### config.mk
export PLATFORM = sky130hd
export DESIGN_NAME = trap_ctl
export DESIGN_NICKNAME = d
export VERILOG_FILES = /design/src/rtl/trap_pkg.sv /design/src/rtl/trap_level_fsm.sv /design/src/rtl/trap_regs.sv /design/src/rtl/trap_vec.sv /design/src/rtl/trap_ctl.sv
export SDC_FILE = /design/constraint.sdc
export NUM_CORES = 1
export LEC_CHECK = 0
export BUFFER_PORTS_ARGS = -buffer_cell sky130_fd_sc_hd__buf_4
export CORE_UTILIZATION = 45
export DETAILED_ROUTE_END_ITERATION = 6
export HOLD_SLACK_MARGIN = 0.03
export PLACE_DENSITY = 0.7
export SLEW_MARGIN = 20
export SYNTH_ARGS = -nofsm -noshare
export SYNTH_HDL_FRONTEND = slang
export SYNTH_SLANG_ARGS = --single-unit
### constraint.sdc
create_clock -name clk -period 2.49 [get_ports clk]
set_input_delay 0.1245 -clock clk [delete_from_list [all_inputs] [get_ports clk]]
set_output_delay 0.1245 -clock clk [all_outputs]
set_load 0.01 [all_outputs]
### src/rtl/trap_pkg.sv
package trap_pkg;
    typedef enum logic [1:0] {
        LV_NORMAL = 2'd0,
        LV_EXC    = 2'd1,
        LV_ERR    = 2'd2,
        LV_BOTH   = 2'd3
    } level_e;

    localparam int ADDR_W     = 3;
    localparam logic [ADDR_W-1:0] A_STATUS = 3'd0;
    localparam logic [ADDR_W-1:0] A_CAUSE  = 3'd1;
    localparam logic [ADDR_W-1:0] A_RETPC  = 3'd2;
    localparam logic [ADDR_W-1:0] A_ERRPC  = 3'd3;
    localparam logic [ADDR_W-1:0] A_VBASE  = 3'd4;

    localparam int ST_IE   = 0;
    localparam int ST_EXL  = 1;
    localparam int ST_ERL  = 2;
    localparam int ST_UM   = 3;
    localparam int ST_IPL  = 4;
    localparam int ST_BEV  = 7;
endpackage

### src/rtl/trap_level_fsm.sv
module trap_level_fsm
    import trap_pkg::*;
(
    input  logic clk,
    input  logic rst_n,
    input  logic exc_take,
    input  logic err_take,
    input  logic eret,
    output logic exl,
    output logic erl,
    output logic acc_exc,
    output logic acc_err,
    output logic cap_ret
);
    level_e state_q, state_d;

    always_ff @(posedge clk or negedge rst_n) begin
        if (!rst_n) state_q <= LV_ERR;
        else        state_q <= state_d;
    end

    always_comb begin
        state_d = state_q;
        unique case (state_q)
            LV_NORMAL: begin
                if (err_take)      state_d = LV_ERR;
                else if (exc_take) state_d = LV_EXC;
            end
            LV_EXC: begin
                if (err_take)      state_d = LV_BOTH;
                else if (exc_take) state_d = LV_EXC;
                else if (eret)     state_d = LV_NORMAL;
            end
            LV_ERR: begin
                if (err_take)      state_d = LV_ERR;
                else if (exc_take) state_d = LV_BOTH;
                else if (eret)     state_d = LV_NORMAL;
            end
            LV_BOTH: begin
                if (eret && !err_take && !exc_take) state_d = LV_EXC;
            end
            default: state_d = LV_ERR;
        endcase
    end

    always_comb begin
        exl     = (state_q == LV_EXC) || (state_q == LV_BOTH);
        erl     = (state_q == LV_ERR) || (state_q == LV_BOTH);
        acc_err = err_take;
        acc_exc = exc_take && !err_take;
        cap_ret = acc_exc && !exl;
    end
endmodule

### src/rtl/trap_regs.sv
module trap_regs
    import trap_pkg::*;
#(
    parameter int XLEN        = 32,
    parameter int CODE_W      = 5,
    parameter int IPL_W       = 3,
    parameter logic [XLEN-1:0] RESET_BASE = 32'h8000_0000
) (
    input  logic              clk,
    input  logic              rst_n,
    input  logic              acc_exc,
    input  logic              acc_err,
    input  logic              cap_ret,
    input  logic [CODE_W-1:0] exc_code,
    input  logic [XLEN-1:0]   exc_pc,
    input  logic              exc_in_delay,
    input  logic              exl,
    input  logic              erl,
    input  logic              reg_wr,
    input  logic [ADDR_W-1:0] reg_addr,
    input  logic [XLEN-1:0]   reg_wdata,
    output logic [XLEN-1:0]   reg_rdata,
    output logic [XLEN-1:0]   ret_pc,
    output logic [XLEN-1:0]   err_pc,
    output logic [XLEN-1:0]   vbase,
    output logic              ie,
    output logic              um,
    output logic              bev
);
    localparam logic [XLEN-1:0] SLOT_BYTES = XLEN'(4);

    logic [IPL_W-1:0]  ipl_q;
    logic [CODE_W-1:0] code_q;
    logic              bd_q;
    logic              wr_status, wr_ret, wr_err, wr_base;

    assign wr_status = reg_wr && (reg_addr == A_STATUS);
    assign wr_ret    = reg_wr && (reg_addr == A_RETPC);
    assign wr_err    = reg_wr && (reg_addr == A_ERRPC);
    assign wr_base   = reg_wr && (reg_addr == A_VBASE);

    always_ff @(posedge clk or negedge rst_n) begin
        if (!rst_n) begin
            ie     <= 1'b0;
            um     <= 1'b0;
            bev    <= 1'b1;
            ipl_q  <= '0;
            code_q <= '0;
            bd_q   <= 1'b0;
            ret_pc <= '0;
            err_pc <= '0;
            vbase  <= RESET_BASE;
        end else begin
            if (wr_status) begin
                ie    <= reg_wdata[ST_IE];
                um    <= reg_wdata[ST_UM];
                ipl_q <= reg_wdata[ST_IPL +: IPL_W];
                bev   <= reg_wdata[ST_BEV];
            end
            if (acc_exc) code_q <= exc_code;
            if (cap_ret) begin
                ret_pc <= exc_in_delay ? (exc_pc - SLOT_BYTES) : exc_pc;
                bd_q   <= exc_in_delay;
            end else if (wr_ret) begin
                ret_pc <= reg_wdata;
            end
            if (acc_err)     err_pc <= exc_pc;
            else if (wr_err) err_pc <= reg_wdata;
            if (wr_base) vbase <= reg_wdata;
        end
    end

    always_comb begin
        reg_rdata = '0;
        unique case (reg_addr)
            A_STATUS: begin
                reg_rdata[ST_IE]              = ie;
                reg_rdata[ST_EXL]             = exl;
                reg_rdata[ST_ERL]             = erl;
                reg_rdata[ST_UM]              = um;
                reg_rdata[ST_IPL +: IPL_W]    = ipl_q;
                reg_rdata[ST_BEV]             = bev;
            end
            A_CAUSE: begin
                reg_rdata[CODE_W-1:0] = code_q;
                reg_rdata[XLEN-1]     = bd_q;
            end
            A_RETPC: reg_rdata = ret_pc;
            A_ERRPC: reg_rdata = err_pc;
            A_VBASE: reg_rdata = vbase;
            default: reg_rdata = '0;
        endcase
    end
endmodule

### src/rtl/trap_vec.sv
module trap_vec #(
    parameter int XLEN = 32,
    parameter logic [XLEN-1:0] BOOT_REGION  = 32'hBFC0_0000,
    parameter logic [XLEN-1:0] GEN_OFFSET   = 32'h0000_0180,
    parameter logic [XLEN-1:0] BOOT_SKIP    = 32'h0000_0200
) (
    input  logic            err_take,
    input  logic            bev,
    input  logic [XLEN-1:0] vbase,
    input  logic [XLEN-1:0] ret_pc,
    input  logic [XLEN-1:0] err_pc,
    input  logic            ie,
    input  logic            um,
    input  logic            exl,
    input  logic            erl,
    input  logic            debug_mode,
    output logic [XLEN-1:0] vector_pc,
    output logic [XLEN-1:0] resume_pc,
    output logic            irq_enable,
    output logic            user_mode
);
    localparam logic [XLEN-1:0] BOOT_GEN = BOOT_REGION + BOOT_SKIP + GEN_OFFSET;

    always_comb begin
        if (err_take)  vector_pc = BOOT_REGION;
        else if (bev)  vector_pc = BOOT_GEN;
        else           vector_pc = vbase + GEN_OFFSET;
        resume_pc  = erl ? err_pc : ret_pc;
        irq_enable = ie && !exl && !erl && !debug_mode;
        user_mode  = um && !exl && !erl;
    end
endmodule

### src/rtl/trap_ctl.sv
module trap_ctl
    import trap_pkg::*;
#(
    parameter int XLEN   = 32,
    parameter int CODE_W = 5,
    parameter int IPL_W  = 3
) (
    input  logic              clk,
    input  logic              rst_n,
    input  logic              exc_take,
    input  logic [CODE_W-1:0] exc_code,
    input  logic [XLEN-1:0]   exc_pc,
    input  logic              exc_in_delay,
    input  logic              err_take,
    input  logic              eret,
    input  logic              debug_mode,
    input  logic              reg_wr,
    input  logic [ADDR_W-1:0] reg_addr,
    input  logic [XLEN-1:0]   reg_wdata,
    output logic [XLEN-1:0]   reg_rdata,
    output logic [XLEN-1:0]   resume_pc,
    output logic [XLEN-1:0]   vector_pc,
    output logic              irq_enable,
    output logic              user_mode
);
    logic exl, erl, acc_exc, acc_err, cap_ret;
    logic ie, um, bev;
    logic [XLEN-1:0] ret_pc, err_pc, vbase;

    trap_level_fsm u_fsm (
        .clk(clk), .rst_n(rst_n), .exc_take(exc_take), .err_take(err_take),
        .eret(eret), .exl(exl), .erl(erl), .acc_exc(acc_exc),
        .acc_err(acc_err), .cap_ret(cap_ret)
    );

    trap_regs #(.XLEN(XLEN), .CODE_W(CODE_W), .IPL_W(IPL_W)) u_regs (
        .clk(clk), .rst_n(rst_n), .acc_exc(acc_exc), .acc_err(acc_err),
        .cap_ret(cap_ret), .exc_code(exc_code), .exc_pc(exc_pc),
        .exc_in_delay(exc_in_delay), .exl(exl), .erl(erl), .reg_wr(reg_wr),
        .reg_addr(reg_addr), .reg_wdata(reg_wdata), .reg_rdata(reg_rdata),
        .ret_pc(ret_pc), .err_pc(err_pc), .vbase(vbase), .ie(ie), .um(um),
        .bev(bev)
    );

    trap_vec #(.XLEN(XLEN)) u_vec (
        .err_take(err_take), .bev(bev), .vbase(vbase), .ret_pc(ret_pc),
        .err_pc(err_pc), .ie(ie), .um(um), .exl(exl), .erl(erl),
        .debug_mode(debug_mode), .vector_pc(vector_pc), .resume_pc(resume_pc),
        .irq_enable(irq_enable), .user_mode(user_mode)
    );

    // nested trap leaves the return PC alone
    assert_ret_frozen_R2: assert property (@(posedge clk) disable iff (!rst_n)
        (exc_take && !err_take && exl && !(reg_wr && reg_addr == A_RETPC))
        |=> $stable(ret_pc));

    // error strobe always raises the error level, exception level kept
    assert_err_level_R4: assert property (@(posedge clk) disable iff (!rst_n)
        err_take |=> (erl && $stable(exl)));

    // return unwinds the error level first
    assert_ret_unwind_R5: assert property (@(posedge clk) disable iff (!rst_n)
        (eret && !exc_take && !err_take && erl) |=> (!erl && $stable(exl)));

    // interrupts never enabled inside a handler or in debug mode
    assert_irq_gate_R6: assert property (@(posedge clk) disable iff (!rst_n)
        irq_enable |-> (!exl && !erl && !debug_mode));

    // user mode implies no active level
    assert_user_mode_R7: assert property (@(posedge clk) disable iff (!rst_n)
        user_mode |-> (!exl && !erl));

    // a trap beats a simultaneous return
    assert_trap_wins_R9: assert property (@(posedge clk) disable iff (!rst_n)
        (exc_take && eret && !err_take) |=> exl);
endmodule

==> results by group <==
Outcome
  – Status: finished, final reports clean

Drt
  – DRC violations left: 0
  – Vias post-DR: roughly 6,500
  – WL met1: 9780 um
  – Met2 wire len: about 10,000 um
  – Via density: 5.70
  – Highest routed layer: met4
  – First DRT Iteration DRCs: 417
  – WL met3: 1030 um
  – Routed WL: approximately 22,000 um
  – DR WL/cell: 19.1 um
  – Pre-antenna DRT Iters: 5
  – Antenna violation net count after detailed routing: 0

STA
  – Setup Viol. Count Final: 0
  – Worst Max-Slew Pin Slew: roughly 0.74 ns
  – Min Tclk post-route: around 2.4 ns
  – Fmax: about 0.42 GHz
  – Final hold vios: 0
  – Tcrit/Tclk final: 0.948
  – Max-Slew Margin vs Limit: 0.507
  – RSZ-0062 raised after global routing: no
  – Setup_tns: 0 ns
  – Clock Skews: approximately 0.0053 ns
  – Max-slew violations: 0

GRT
  – Total track usage: 0.277
  – Number of global-route vias before repair: 6,316
  – Largest net degree at the start of global routing: 56
  – Gr ovfl total: 0
  – Initial antenna violation count: 0
  – First-pass GRT wire length: 34,000 um

Clock tree
  – Clk sinks: 110
  – CTS tree: built
  – Postcts setup bufs: 0
  – H-Tree Depth: 3
  – CTS max path bufs: 2
  – Worst-path clk slew: 0.07 ns
  – Clock root buffer: clkbuf_16
  – Clock buffer count from CTS: 9
  – Clock Latency Late Sink: approximately 0.36 ns

Floorplanning
  – Die H: between 100 and 150 um
  – Die X-Extent: 126 um
  – Initial core utilization: 0.458
  – Row Count: 45
  – Die area: roughly 16,000 um2
  – # IOs: 178
  – Core ar.: about 15,000 um2

Synth
  – Area contributors post-synth: dfrtp_1 (39%), mux2_2 (12%), mux2i_1 (7.6%), o21ai_0 (5.6%), nand2_1 (4.7%)
  – Syn nets: 829
  – EDFF count, synth: 0
  – Mapped Cells: 747
  – Sequential area share after synthesis: 0.397
  – Unique masters post-synth: 40
  – Dominant synthesized flop cell: dfrtp_1
  – Synth warnings: 0
  – Post-Syn Area: around 7000 um2
  – Synth top area share: 0.386
  – FFs w/ async S/R, synth: 1.00
  – #FFs+latches synth: 110
  – Leading area contributor after synthesis: dfrtp_1
  – Syn Area/Cell: between 9 and 10 um2

Critical path
  – CP max-delay cell: dfrtp_1
  – Worst setup EP type: primary output
  – R2r worst-path depth: 4
  – CP dominant cell by count: buf_4
  – Critical Path Fanout Max: 8
  – Critical Path RT: 2.37 ns
  – CP startpoint kind: register
  – Worst R2R Setup Slack: 1.07 ns
  – Capture point of the worst reg-to-reg path: u_regs.ret_pc[17]$_DFFE_PN0P_
  – Critical path depth: 7
  – Worst endpoint data arrival time: 2.24 ns
  – Crit Path Category: register to primary output
  – Worst path cell trace: nand4_1 > nor4b_1 > buf_4 > nand3_1 > xor2_1 > nor2_1 > buf_4
  – Worst Setup SP: u_regs.vbase[9]$_DFFE_PN0P_
  – Worst R2R Start: u_fsm.state_q[0]$_DFFE_PN0P_
  – CP top delay family: simple AND/OR/NAND/NOR gates
  – CP Buf/Inv Count: 2
  – Setup crit end: vector_pc[20]
  – Largest stage delay, worst path: 0.50 ns

Final layout
  – Nets: 1,028
  – Most frequent cells in the layout: buf_4 (199), dfrtp_1 (107), nand2_1 (87)
  – Antenna Diode Count: 0
  – Commonest non-fill, non-tap cell in the layout: buf_4
  – Fill cell total of the finished layout: 1,302
  – Synth-to-layout area growth: 34.5%
  – Core Util, Final: 0.617
  – Final instance area: slightly above 9000 um2
  – Share of cells above drive strength 1: 0.323

Job
  – Max-cap violations: 0

Placement
  – Post-DP HPWL: 15,000 um
  – Placer's final routability congestion estimate: 0.829
  – Dpl cell area: 8620 um2
  – PortBufs: 177

Pwr
  – Max VDD drop: 0.422 mV
  – P_leak: 0.00401 uW
  – Power Density: 659 nW/um2

Hold path
  – Hold WC Path Type: input port to register
state kept, by name (all words and copies together) (netlist names):
register       flops
u_fsm.state_q      2
u_regs.bd_q        1
u_regs.bev         1
u_regs.code_q      5
u_regs.err_pc     32
u_regs.ie          1
u_regs.ipl_q       3
u_regs.ret_pc     32
u_regs.um          1
u_regs.vbase      32
where the power goes:
part           total, uW  internal, uW  switching, uW
clock               1780          1090            693
sequential          2540          2170            369
combinational       1840           991            854
total               6160          4240           1920
routing by layer:
metal	vias up	track usage
met4	0	0.108
met1	3146	0.374
met3	29	0.0285
li1	3079	-
met5	-	0
met2	240	0.459
how the worst min path moves through the flow:
stage	slack, ns	depth (start not counted)	to	start
6_report	0.03	2	u_regs.vbase[31]$_DFFE_PN1P_	reg_wdata[31]
5_1_grt	0.04	2	u_regs.vbase[29]$_DFFE_PN0P_	reg_wdata[29]
4_1_cts	0.03	2	u_regs.vbase[29]$_DFFE_PN0P_	reg_wdata[29]
3_5_place_dp	0.11	1	u_regs.vbase[4]$_DFFE_PN0P_	rst_n
3_3_place_gp	0.11	1	u_regs.vbase[4]$_DFFE_PN0P_	rst_n
2_1_floorplan	-0.17	0	u_fsm.state_q[0]$_DFFE_PN0P_	rst_n
repair_timing:
item                       4_1_cts  5_1_grt
resized for setup                0        1
hold endpoints to repair        67        0
hold buffers                    35        0
setup endpoints to repair        0        2
synthesized netlist by cell type (5+ instances only):
cell type / number
a211oi_1: 23
a21oi_1: 37
a22oi_1: 25
and2_1: 8
and3_1: 7
buf_1: 9
clkbuf_1: 40
dfrtp_1: 107
inv_1: 5
mux2_2: 75
mux2i_1: 53
nand2_1: 87
nand2b_1: 5
nand3_1: 9
nand4_1: 8
nor2_1: 35
nor2b_1: 27
nor3_1: 8
nor4_1: 8
nor4b_1: 6
o21ai_0: 77
o22ai_1: 5
or3_1: 7
or4_1: 7
xnor2_1: 27
xor2_1: 18
final cells by class:
class	instances	area (um2)	area share
multi-input cells	580	4000	0.429
flip-flops and latches	110	2760	0.295
repair buffers	240	1960	0.210
well taps	188	235	0.0252
clock buffers	10	229	0.0245
clock inverters	6	134	0.0143
inverters	5	18.8	0.00201
cell families (layout without fill, tap and decap cells):
group	after synthesis	count (layout)	share of synthesized area
flops	110	110	0.397
buf+inv	57	261	0.0314
fa+ha+maj	2	2	0.00360
simple gates	232	232	0.168
mux	128	128	0.198
compound gates	173	173	0.145
xor+xnor	45	45	0.0568
metrics by stage:
stage	std cells	setup WS, ns	power [uW]	hold slack (ns)
after floorplan	747	0.272	3500	-0.171
after global placement	1088	0.104	4310	0.106
after detailed placement	1088	0.0882	4350	0.108
after CTS	1139	0.109	6160	0.0317
after global routing	1139	0.00604	6460	0.0437
final	1139	0.130	6160	0.0324
Note: power is estimated with default switching activity, not from simulation.
